==> src/rtl/tlb_pkg.sv <==
`timescale 1ns/1ps
package tlb_pkg;
  localparam int VA_W  = 32;
  localparam int OFF_W = 12;
  localparam int VPN_W = VA_W - OFF_W;
  localparam int PID_W = 6;
  localparam int PFN_W = 20;
  localparam int PA_W  = PFN_W + OFF_W;
  localparam int MA_W  = 32;
  localparam int PTE_W = 64;
  localparam int PTE_BYTES_LG = 3;
  localparam int PTE_VLD_BIT = 10;
  localparam int PTE_PFN_LSB = 18;

  typedef struct packed {
    logic             v;
    logic [VPN_W-1:0] vpn;
    logic [PID_W-1:0] pid;
    logic [PFN_W-1:0] pfn;
  } tlb_ent_t;

  function automatic logic [MA_W-1:0] pte_addr(input logic [MA_W-1:0] base,
                                               input logic [VPN_W-1:0] vpn);
    return base + MA_W'({vpn, {PTE_BYTES_LG{1'b0}}});
  endfunction

  function automatic logic [PA_W-1:0] join_pa(input logic [PFN_W-1:0] pfn,
                                              input logic [OFF_W-1:0] off);
    return {pfn, off};
  endfunction

  function automatic logic [PFN_W-1:0] pte_pfn(input logic [PTE_W-1:0] pte);
    return pte[PTE_PFN_LSB +: PFN_W];
  endfunction

  function automatic logic pte_ok(input logic [PTE_W-1:0] pte);
    return pte[PTE_VLD_BIT];
  endfunction
endpackage

==> src/rtl/tlb_cam.sv <==
`timescale 1ns/1ps
module tlb_cam
  import tlb_pkg::*;
#(
  parameter int N = 8,
  localparam int IW = (N > 1) ? $clog2(N) : 1
) (
  input  logic             clk,
  input  logic             rst_n,
  input  logic             flush,
  input  logic [VPN_W-1:0] lk_vpn,
  input  logic [PID_W-1:0] lk_pid,
  input  logic             wr_en,
  input  logic [IW-1:0]    wr_idx,
  input  logic [VPN_W-1:0] wr_vpn,
  input  logic [PID_W-1:0] wr_pid,
  input  logic [PFN_W-1:0] wr_pfn,
  output logic [N-1:0]     hit_vec,
  output logic [N-1:0]     valid_vec,
  output logic [PFN_W-1:0] hit_pfn
);
  tlb_ent_t ent [N];

  for (genvar g = 0; g < N; g++) begin : g_slot
    always_ff @(posedge clk) begin
      if (!rst_n) begin
        ent[g] <= '0;
      end else if (flush) begin
        ent[g].v <= 1'b0;
      end else if (wr_en && (wr_idx == IW'(g))) begin
        ent[g] <= '{v: 1'b1, vpn: wr_vpn, pid: wr_pid, pfn: wr_pfn};
      end
    end
    assign hit_vec[g]   = ent[g].v && (ent[g].vpn == lk_vpn) && (ent[g].pid == lk_pid);
    assign valid_vec[g] = ent[g].v;
  end

  always_comb begin
    hit_pfn = '0;
    for (int i = 0; i < N; i++) begin
      hit_pfn = hit_pfn | (ent[i].pfn & {PFN_W{hit_vec[i]}});
    end
  end
endmodule

==> src/rtl/tlb_victim.sv <==
`timescale 1ns/1ps
module tlb_victim #(
  parameter int N = 8,
  localparam int IW = (N > 1) ? $clog2(N) : 1
) (
  input  logic          clk,
  input  logic          rst_n,
  input  logic          adv,
  output logic [IW-1:0] idx
);
  always_ff @(posedge clk) begin
    if (!rst_n)        idx <= '0;
    else if (adv)      idx <= (idx == IW'(N - 1)) ? '0 : idx + 1'b1;
  end
endmodule

==> src/rtl/tlb_top.sv <==
`timescale 1ns/1ps
module tlb_top
  import tlb_pkg::*;
#(
  parameter int ENTRIES = 8,
  localparam int IW = (ENTRIES > 1) ? $clog2(ENTRIES) : 1
) (
  input  logic             clk,
  input  logic             rst_n,
  input  logic [MA_W-1:0]  cfg_ptbase,
  input  logic [PID_W-1:0] cfg_pid,
  input  logic             flush,
  input  logic             req_valid,
  output logic             req_ready,
  input  logic [VA_W-1:0]  req_vaddr,
  output logic             resp_valid,
  output logic             resp_hit,
  output logic             resp_fault,
  output logic [PA_W-1:0]  resp_paddr,
  output logic             mem_req,
  output logic [MA_W-1:0]  mem_addr,
  input  logic             mem_rvalid,
  input  logic [PTE_W-1:0] mem_rdata
);
  typedef enum logic {ST_IDLE, ST_FETCH} st_t;
  st_t st;

  logic [VPN_W-1:0]   pend_vpn;
  logic [OFF_W-1:0]   pend_off;
  logic [PID_W-1:0]   pend_pid;
  logic [ENTRIES-1:0] hit_vec;
  logic [ENTRIES-1:0] valid_vec;
  logic [PFN_W-1:0]   hit_pfn;
  logic [IW-1:0]      victim;

  // named internal events
  logic [VPN_W-1:0] lk_vpn;
  logic [OFF_W-1:0] lk_off;
  logic             accept, lk_hit, fetch_done, fill_ok, fill_fire;

  assign lk_vpn     = req_vaddr[VA_W-1:OFF_W];
  assign lk_off     = req_vaddr[OFF_W-1:0];
  assign req_ready  = (st == ST_IDLE);
  assign accept     = req_valid && req_ready;
  assign lk_hit     = |hit_vec;
  assign mem_req    = (st == ST_FETCH);
  assign fetch_done = mem_req && mem_rvalid;
  assign fill_ok    = fetch_done && pte_ok(mem_rdata);
  assign fill_fire  = fill_ok && !flush;

  tlb_cam #(.N(ENTRIES)) u_cam (
    .clk(clk), .rst_n(rst_n), .flush(flush),
    .lk_vpn(lk_vpn), .lk_pid(cfg_pid),
    .wr_en(fill_fire), .wr_idx(victim),
    .wr_vpn(pend_vpn), .wr_pid(pend_pid), .wr_pfn(pte_pfn(mem_rdata)),
    .hit_vec(hit_vec), .valid_vec(valid_vec), .hit_pfn(hit_pfn)
  );

  tlb_victim #(.N(ENTRIES)) u_victim (
    .clk(clk), .rst_n(rst_n), .adv(fill_fire), .idx(victim)
  );

  always_ff @(posedge clk) begin
    if (!rst_n) begin
      st         <= ST_IDLE;
      pend_vpn   <= '0;
      pend_off   <= '0;
      pend_pid   <= '0;
      mem_addr   <= '0;
      resp_valid <= 1'b0;
      resp_hit   <= 1'b0;
      resp_fault <= 1'b0;
      resp_paddr <= '0;
    end else begin
      resp_valid <= 1'b0;
      case (st)
        ST_IDLE: begin
          if (accept && lk_hit) begin
            resp_valid <= 1'b1;
            resp_hit   <= 1'b1;
            resp_fault <= 1'b0;
            resp_paddr <= join_pa(hit_pfn, lk_off);
          end else if (accept) begin
            st       <= ST_FETCH;
            pend_vpn <= lk_vpn;
            pend_off <= lk_off;
            pend_pid <= cfg_pid;
            mem_addr <= pte_addr(cfg_ptbase, lk_vpn);
          end
        end
        ST_FETCH: begin
          if (mem_rvalid) begin
            st         <= ST_IDLE;
            resp_valid <= 1'b1;
            resp_hit   <= 1'b0;
            resp_fault <= !fill_ok;
            resp_paddr <= fill_ok ? join_pa(pte_pfn(mem_rdata), pend_off) : '0;
          end
        end
        default: st <= ST_IDLE;
      endcase
    end
  end
endmodule

==> config.mk <==
export PLATFORM = sky130hd
export DESIGN_NAME = tlb_top
export DESIGN_NICKNAME = d
export VERILOG_FILES = /design/src/rtl/tlb_pkg.sv /design/src/rtl/tlb_cam.sv /design/src/rtl/tlb_victim.sv /design/src/rtl/tlb_top.sv
export SDC_FILE = /design/constraint.sdc
export NUM_CORES = 1
export LEC_CHECK = 0
export BUFFER_PORTS_ARGS = -buffer_cell sky130_fd_sc_hd__buf_4
export CORE_MARGIN = 2
export CORE_UTILIZATION = 60
export CTS_BUF_LIST = sky130_fd_sc_hd__clkbuf_4 sky130_fd_sc_hd__clkbuf_8
export DETAILED_ROUTE_END_ITERATION = 16
export PLACE_DENSITY = 0.8
export SLEW_MARGIN = 20
export SYNTH_ARGS = -nofsm -noshare
export SYNTH_HDL_FRONTEND = slang
export SYNTH_HIERARCHICAL = 1
export SYNTH_SLANG_ARGS = --single-unit
==> constraint.sdc <==
create_clock -name clk -period 7.3 [get_ports clk]
set_input_delay 0.365 -clock clk [delete_from_list [all_inputs] [get_ports clk]]
set_output_delay 0.365 -clock clk [all_outputs]
set_load 0.03 [all_outputs]
==> results of run 1 <==
registers in the layout (all words and copies together) (netlist names):
register      flops
u_cam/ent       376
mem_addr         32
resp_paddr       32
pend_vpn         20
pend_off         12
pend_pid          6
u_victim/idx      3
mem_req           1
resp_fault        1
resp_hit          1
resp_valid        1
stage by stage:
stage / total power (uW) / utilization / std cells
3_3_place_gp: 3790 / 0.648 / 2612
4_1_cts: 6180 / 0.693 / 2768
2_1_floorplan: 3570 / - / 2046
6_report: 6180 / 0.695 / 2770
3_5_place_dp: 3810 / 0.648 / 2612
5_1_grt: 6360 / 0.695 / 2770
area by class of cell:
cell class              instances  area, sq um  area share
clock buffers                 121         1450      0.0539
clock inverters                22          161     0.00601
inverters                      11         42.5     0.00158
multi-input cells            1394         9370       0.349
flip-flops and latches        485        13500       0.502
well taps                     518          648      0.0241
repair buffers                219         1720      0.0639
worst max path at each step:
stage | from | slack (ns) | to
after floorplan | mem_req | 1.46 | u_cam/ent[0][0]
after global placement | req_vaddr[16] | 3.22 | mem_addr[12]
after detailed placement | req_vaddr[16] | 3.16 | mem_addr[24]
after CTS | mem_req | 3.32 | u_cam/ent[1][31]
after global routing | u_cam/ent[0][85] | 3.06 | mem_addr[12]
final | u_cam/ent[0][83] | 3.33 | mem_addr[24]
report_power, final:
part / switching, uW / internal [uW] / leakage, uW / total [uW]
Sequential: 75.8 / 3080 / 0.00478 / 3150
Clock: 1070 / 1330 / 0.000858 / 2400
Combinational: 402 / 220 / 0.00405 / 622
Total: 1540 / 4630 / 0.00969 / 6180
worst min-delay path, stage by stage:
cell and delay, ns:
buf_4 0.11, nand2_1 0.05, a21oi_1 0.06
per-layer routing:
layer,up-vias,part of all wire,GRT usage
met1,8465,0.37,0.414
met2,1120,0.47,0.540
met5,-,0.00019,0
met4,2,0.039,0.142
li1,7676,-,-
met3,193,0.12,0.0849
repair_timing:
action                                 4_1_cts  5_1_grt
endpoints found under the hold margin       13        0
hold buffers                                13        0
resized for setup                            0        0
==> impl_metrics.py, run 1 <==
metrics = {
    "run_status": {
        "outcome": "completed",
    },
    "critical_path": {
        "reg2reg_setup_slack_ns": 3.33,
        "critical_path_buf_inv_count": 2,
        "cp.depth": 11,
        "r2r-start": "u_cam/ent[0][83]",
        "r2r_end": "mem_addr[24]",
        "endpoint_kind": "flip-flop",
        "worstPathMaxFanout": 59,
        "crit_path_top_delay_cell": "buf_4",
        "cp.arrival_ns": 4.51,
        "critPathKind": "reg2reg",
        "critical_path_required_ns": 7.84,
        "worstPathCellList": "xnor2_1 > nand4_1 > nor2_1 > buf_4 > and3_1 > or4_1 > nor2_1 > and3_2 > buf_4 > nand2_1 > o31ai_2",
        "crit_family": "simple AND/OR/NAND/NOR gates",
        "worstRegToRegCells": 11,
        "startpoint_type": "flip-flop",
        "cp_slowest_stage_delay_ns": 0.62,
    },
    "logic_synthesis": {
        "yosys_warnings": 6,
        "syn-cell-area_sq_um": 23400,
        "syn_nets": 2208,
        "synth.avg_cell_area_sq_um": 11.5,
        "syn_inst": 2046,
    },
    "global_route": {
        "grt_max_degree": 68,
        "overflow": 0,
        "grt_first_pass_wirelength_mm": 101,
        "grt.total_usage": 0.329,
        "grt_pass1_vias": 17700,
        "antenna_found_initial": 1,
    },
    "clocking": {
        "cts_buffers": 77,
        "cts_buffer_depth": 3,
        "cts_sinks": 485,
        "cts_tree": "built",
        "post_cts_buffers": 0,
        "path_clk_slew_ns": 0.06,
        "clk_latency_ns": 0.63,
        "root_buffer": "clkbuf_8",
        "htreeDepth": 3,
    },
    "detailed_routing": {
        "drc_errors": 0,
        "wl_per_cell_um": 24.1,
        "num_vias": 17500,
        "drtAntennaViolNets": 0,
        "viasPerCell": 6.30,
        "first_iter_violations": 1980,
        "drt-total-wl_mm": 66.9,
        "dr.pass1.iters": 6,
    },
    "job": {
        "drv_cap": 0,
    },
    "sta": {
        "finalCriticalPeriod_ns": 3.97,
        "setup_ws_ns": 3.33,
        "clock_skew_ns": 0.0392,
        "rsz0062_at_grt": "no",
        "finalMaxSlewViolations": 0,
        "hold_ws_ns": 0.0264,
        "tns_ns": 0,
        "worstMarginPinSlew_ns": 1.15,
        "max_slew_margin": 0.229,
        "period_share": 0.544,
        "setup_violations": 0,
        "fmax_ghz": 0.252,
        "hold_viol_final": 0,
    },
    "layout": {
        "fillers": 2645,
        "layout_commonest_cell": "edfxtp_1",
        "stdcell_area_sq_um": 26900,
        "antenna_cells": 0,
        "layout_common_cells": "edfxtp_1, and2_1, buf_4, nand4_1, xnor2_1",
        "nNetsFinal": 2350,
        "layout-drive-gt1-share": 0.180,
        "area_growth_pct": 14.6,
    },
    "floorplanning": {
        "design.core.area_sq_um": 38600,
        "die_h_um": 202,
        "dieArea_sq_um": 40700,
        "rows": 72,
        "pin_count": 208,
        "initial_core_util": 0.606,
        "fp.dieW_um": 202,
    },
    "power": {
        "power_leakage_uw": 0.00969,
        "vdd_drop_max_v": 0.000216,
        "p_per_area_nw_per_um2": 230,
    },
    "min_path": {
        "whs_path_depth": 3,
        "hold_end": "pend_off[8]",
        "hp-start": "req_vaddr[8]",
        "hold_class": "in2reg",
    },
    "place": {
        "pre_cts_ws_ns": 3.16,
        "placed_area_sq_um": 25100,
        "place.port_buffers": 164,
        "gp_congestion": 0.944,
        "dpl.hpwl_mm": 41.2,
    },
}
Power figures use the tool's default switching activity.
==> run 2: changes to the inputs <==
CORE_UTILIZATION = 56   (was 60)
PLACE_DENSITY = 0.79   (was 0.8)
clock period = 3.37 ns   (was 7.3 ns; I/O delays follow)
==> run 2 against run 1 <==
Critical path depth shrank 2. Non-clock buffer count grew 76. Count of clock-buffer cells in the layout grew 3. Via count grew 3.2%. Final cell count grew 3.4%. Critical endpoint unchanged.
==> impl_metrics.py, run 2 (synthesis results as in run 1) <==
metrics = {
    "sta": {
        "max_slew_margin": 0.462,
        "hold_ws_ns": 0.0465,
        "period_share": 0.947,
        "finalMaxSlewViolations": 0,
        "hold_viol_final": 0,
        "fmax_ghz": 0.313,
        "setup_ws_ns": 0.178,
        "setup_violations": 0,
        "tns_ns": 0,
        "rsz0062_at_grt": "no",
        "clock_skew_ns": 0.0481,
        "worstMarginPinSlew_ns": 0.807,
        "finalCriticalPeriod_ns": 3.19,
    },
    "floorplanning": {
        "rows": 74,
        "fp.dieW_um": 209,
        "die_h_um": 209,
        "dieArea_sq_um": 43500,
        "design.core.area_sq_um": 41100,
        "pin_count": 208,
        "initial_core_util": 0.570,
    },
    "critical_path": {
        "critPathKind": "reg2reg",
        "cp.depth": 9,
        "cp_slowest_stage_delay_ns": 0.51,
        "worstPathMaxFanout": 16,
        "worstRegToRegCells": 9,
        "endpoint_kind": "flip-flop",
        "startpoint": "u_cam/ent[0][32]",
        "critical_path_required_ns": 3.92,
        "reg2reg_setup_slack_ns": 0.18,
        "crit_family": "simple AND/OR/NAND/NOR gates",
        "cp.arrival_ns": 3.74,
        "crit_path_top_delay_cell": "or4_1",
        "r2r_end": "mem_addr[24]",
        "startpoint_type": "flip-flop",
        "r2r-start": "u_cam/ent[0][32]",
        "critical_path_buf_inv_count": 0,
        "worstPathCellList": "xnor2_1 > nand4_1 > nor4_4 > and3_1 > or4_1 > nor2_1 > and3_2 > nand2_1 > o31ai_2",
        "crit_end": "mem_addr[24]",
    },
    "clocking": {
        "cts_sinks": 485,
        "cts_buffer_depth": 3,
        "clk_latency_ns": 0.64,
        "htreeDepth": 3,
        "post_cts_buffers": 0,
        "cts_tree": "built",
        "root_buffer": "clkbuf_8",
        "cts_buffers": 78,
        "path_clk_slew_ns": 0.06,
    },
    "global_route": {
        "antenna_found_initial": 1,
        "grt_max_degree": 67,
        "grt_first_pass_wirelength_mm": 106,
        "grt.total_usage": 0.320,
        "grt_pass1_vias": 17900,
        "overflow": 0,
    },
    "place": {
        "place.port_buffers": 164,
        "pre_cts_ws_ns": 0.248,
        "gp_congestion": 0.883,
        "dpl.hpwl_mm": 42.5,
        "dp.cells": 2640,
    },
    "detailed_routing": {
        "num_vias": 18000,
        "viasPerCell": 6.29,
        "first_iter_violations": 2310,
        "drt-total-wl_mm": 70.5,
        "drc_errors": 0,
        "dr.pass1.iters": 5,
        "drtAntennaViolNets": 0,
        "wl_per_cell_um": 24.6,
    },
    "power": {
        "power.internal_uw": 10200,
        "p_per_area_nw_per_um2": 492,
        "power_leakage_uw": 0.0101,
        "power_frac_seq": 0.500,
        "vdd_drop_max_v": 0.000395,
        "combPwrFrac": 0.107,
        "netSwitchingPower_uw": 3460,
        "clkPwrFrac": 0.393,
        "p_sw_frac": 0.253,
    },
    "layout": {
        "reg_top3": "u_cam/ent (376), mem_addr (32), resp_paddr (32)",
        "nNetsFinal": 2427,
        "layout_commonest_cell": "edfxtp_1",
        "layout-drive-gt1-share": 0.181,
        "layout_common_cells": "edfxtp_1, and2_1, buf_4, nand4_1, xnor2_1",
        "area_growth_pct": 18.5,
        "fillers": 2877,
        "instances_no_fill": 2863,
        "top_register": "u_cam/ent",
        "largest_register_ffs": 376,
        "final_util": 0.676,
    },
    "job": {
        "drv_cap": 0,
    },
    "min_path": {
        "hold_class": "in2reg",
        "whs_path_depth": 3,
    },
    "run_status": {
        "outcome": "completed",
    },
}
-- run 2: what timing repair did --
item | in CTS | in global routing
setup endpoints to repair | 0 | 30
hold endpoints to repair | 241 | 0
resized for setup | 0 | 2
hold buffers | 77 | 0
-- run 2: layout make-up --
cell class	count	area [sq um]	area share
Sequential cell	485	13500	0.485
Timing Repair Buffer	295	2570	0.0925
Multi-Input combinational cell	1394	9360	0.337
Clock buffer	124	1500	0.0540
Antenna cell	1	2.50	0.0000901
Clock inverter	21	175	0.00630
Tap cell	532	666	0.0240
Inverter	11	42.5	0.00153
-- run 2: worst min-delay path by stage --
stage	slack, ns	start	endpoint
finish	0.05	rst_n	mem_addr[26]
global route	0.06	rst_n	u_victim/idx[0]
CTS	0.02	rst_n	mem_addr[29]
detailed placement	0.43	cfg_ptbase[2]	mem_addr[2]
global placement	0.42	cfg_ptbase[1]	mem_addr[1]
floorplan	0.29	rst_n	u_victim/idx[0]
-- run 2: per-stage QoR --
step | power (uW) | area [sq um]
6_report | 13700 | 27800
5_1_grt | 14100 | 27800
4_1_cts | 13700 | 27800
3_5_place_dp | 8300 | 25300
3_3_place_gp | 8260 | 25300
2_1_floorplan | 7720 | 23500
-- run 2: worst reg2reg max path: stages, from the launching register on --
cell      delay [ns]
edfxtp_1        0.39
xnor2_1         0.18
nand4_1         0.23
nor4_4          0.11
and3_1          0.16
or4_1           0.51
nor2_1          0.41
and3_2          0.49
nand2_1         0.29
o31ai_2         0.34
-- run 2: power by group through the flow --
stage          Sequential [uW]  Combinational [uW]  Clock, uW
2_1_floorplan             7010                 712          0
3_3_place_gp              6940                1320          0
3_5_place_dp              6950                1350          0
4_1_cts                   6830                1430       5410
5_1_grt                   6850                1540       5660
6_report                  6840                1460       5380
-- run 2: routing by layer --
layer,global-route usage,share of wire,up-vias,wire length (um)
li1,-,-,7830,-
met1,0.412,0.37,8725,26100
met2,0.521,0.47,1250,33200
met3,0.0774,0.12,207,8470
met4,0.136,0.039,0,2740
met5,0,0,-,0
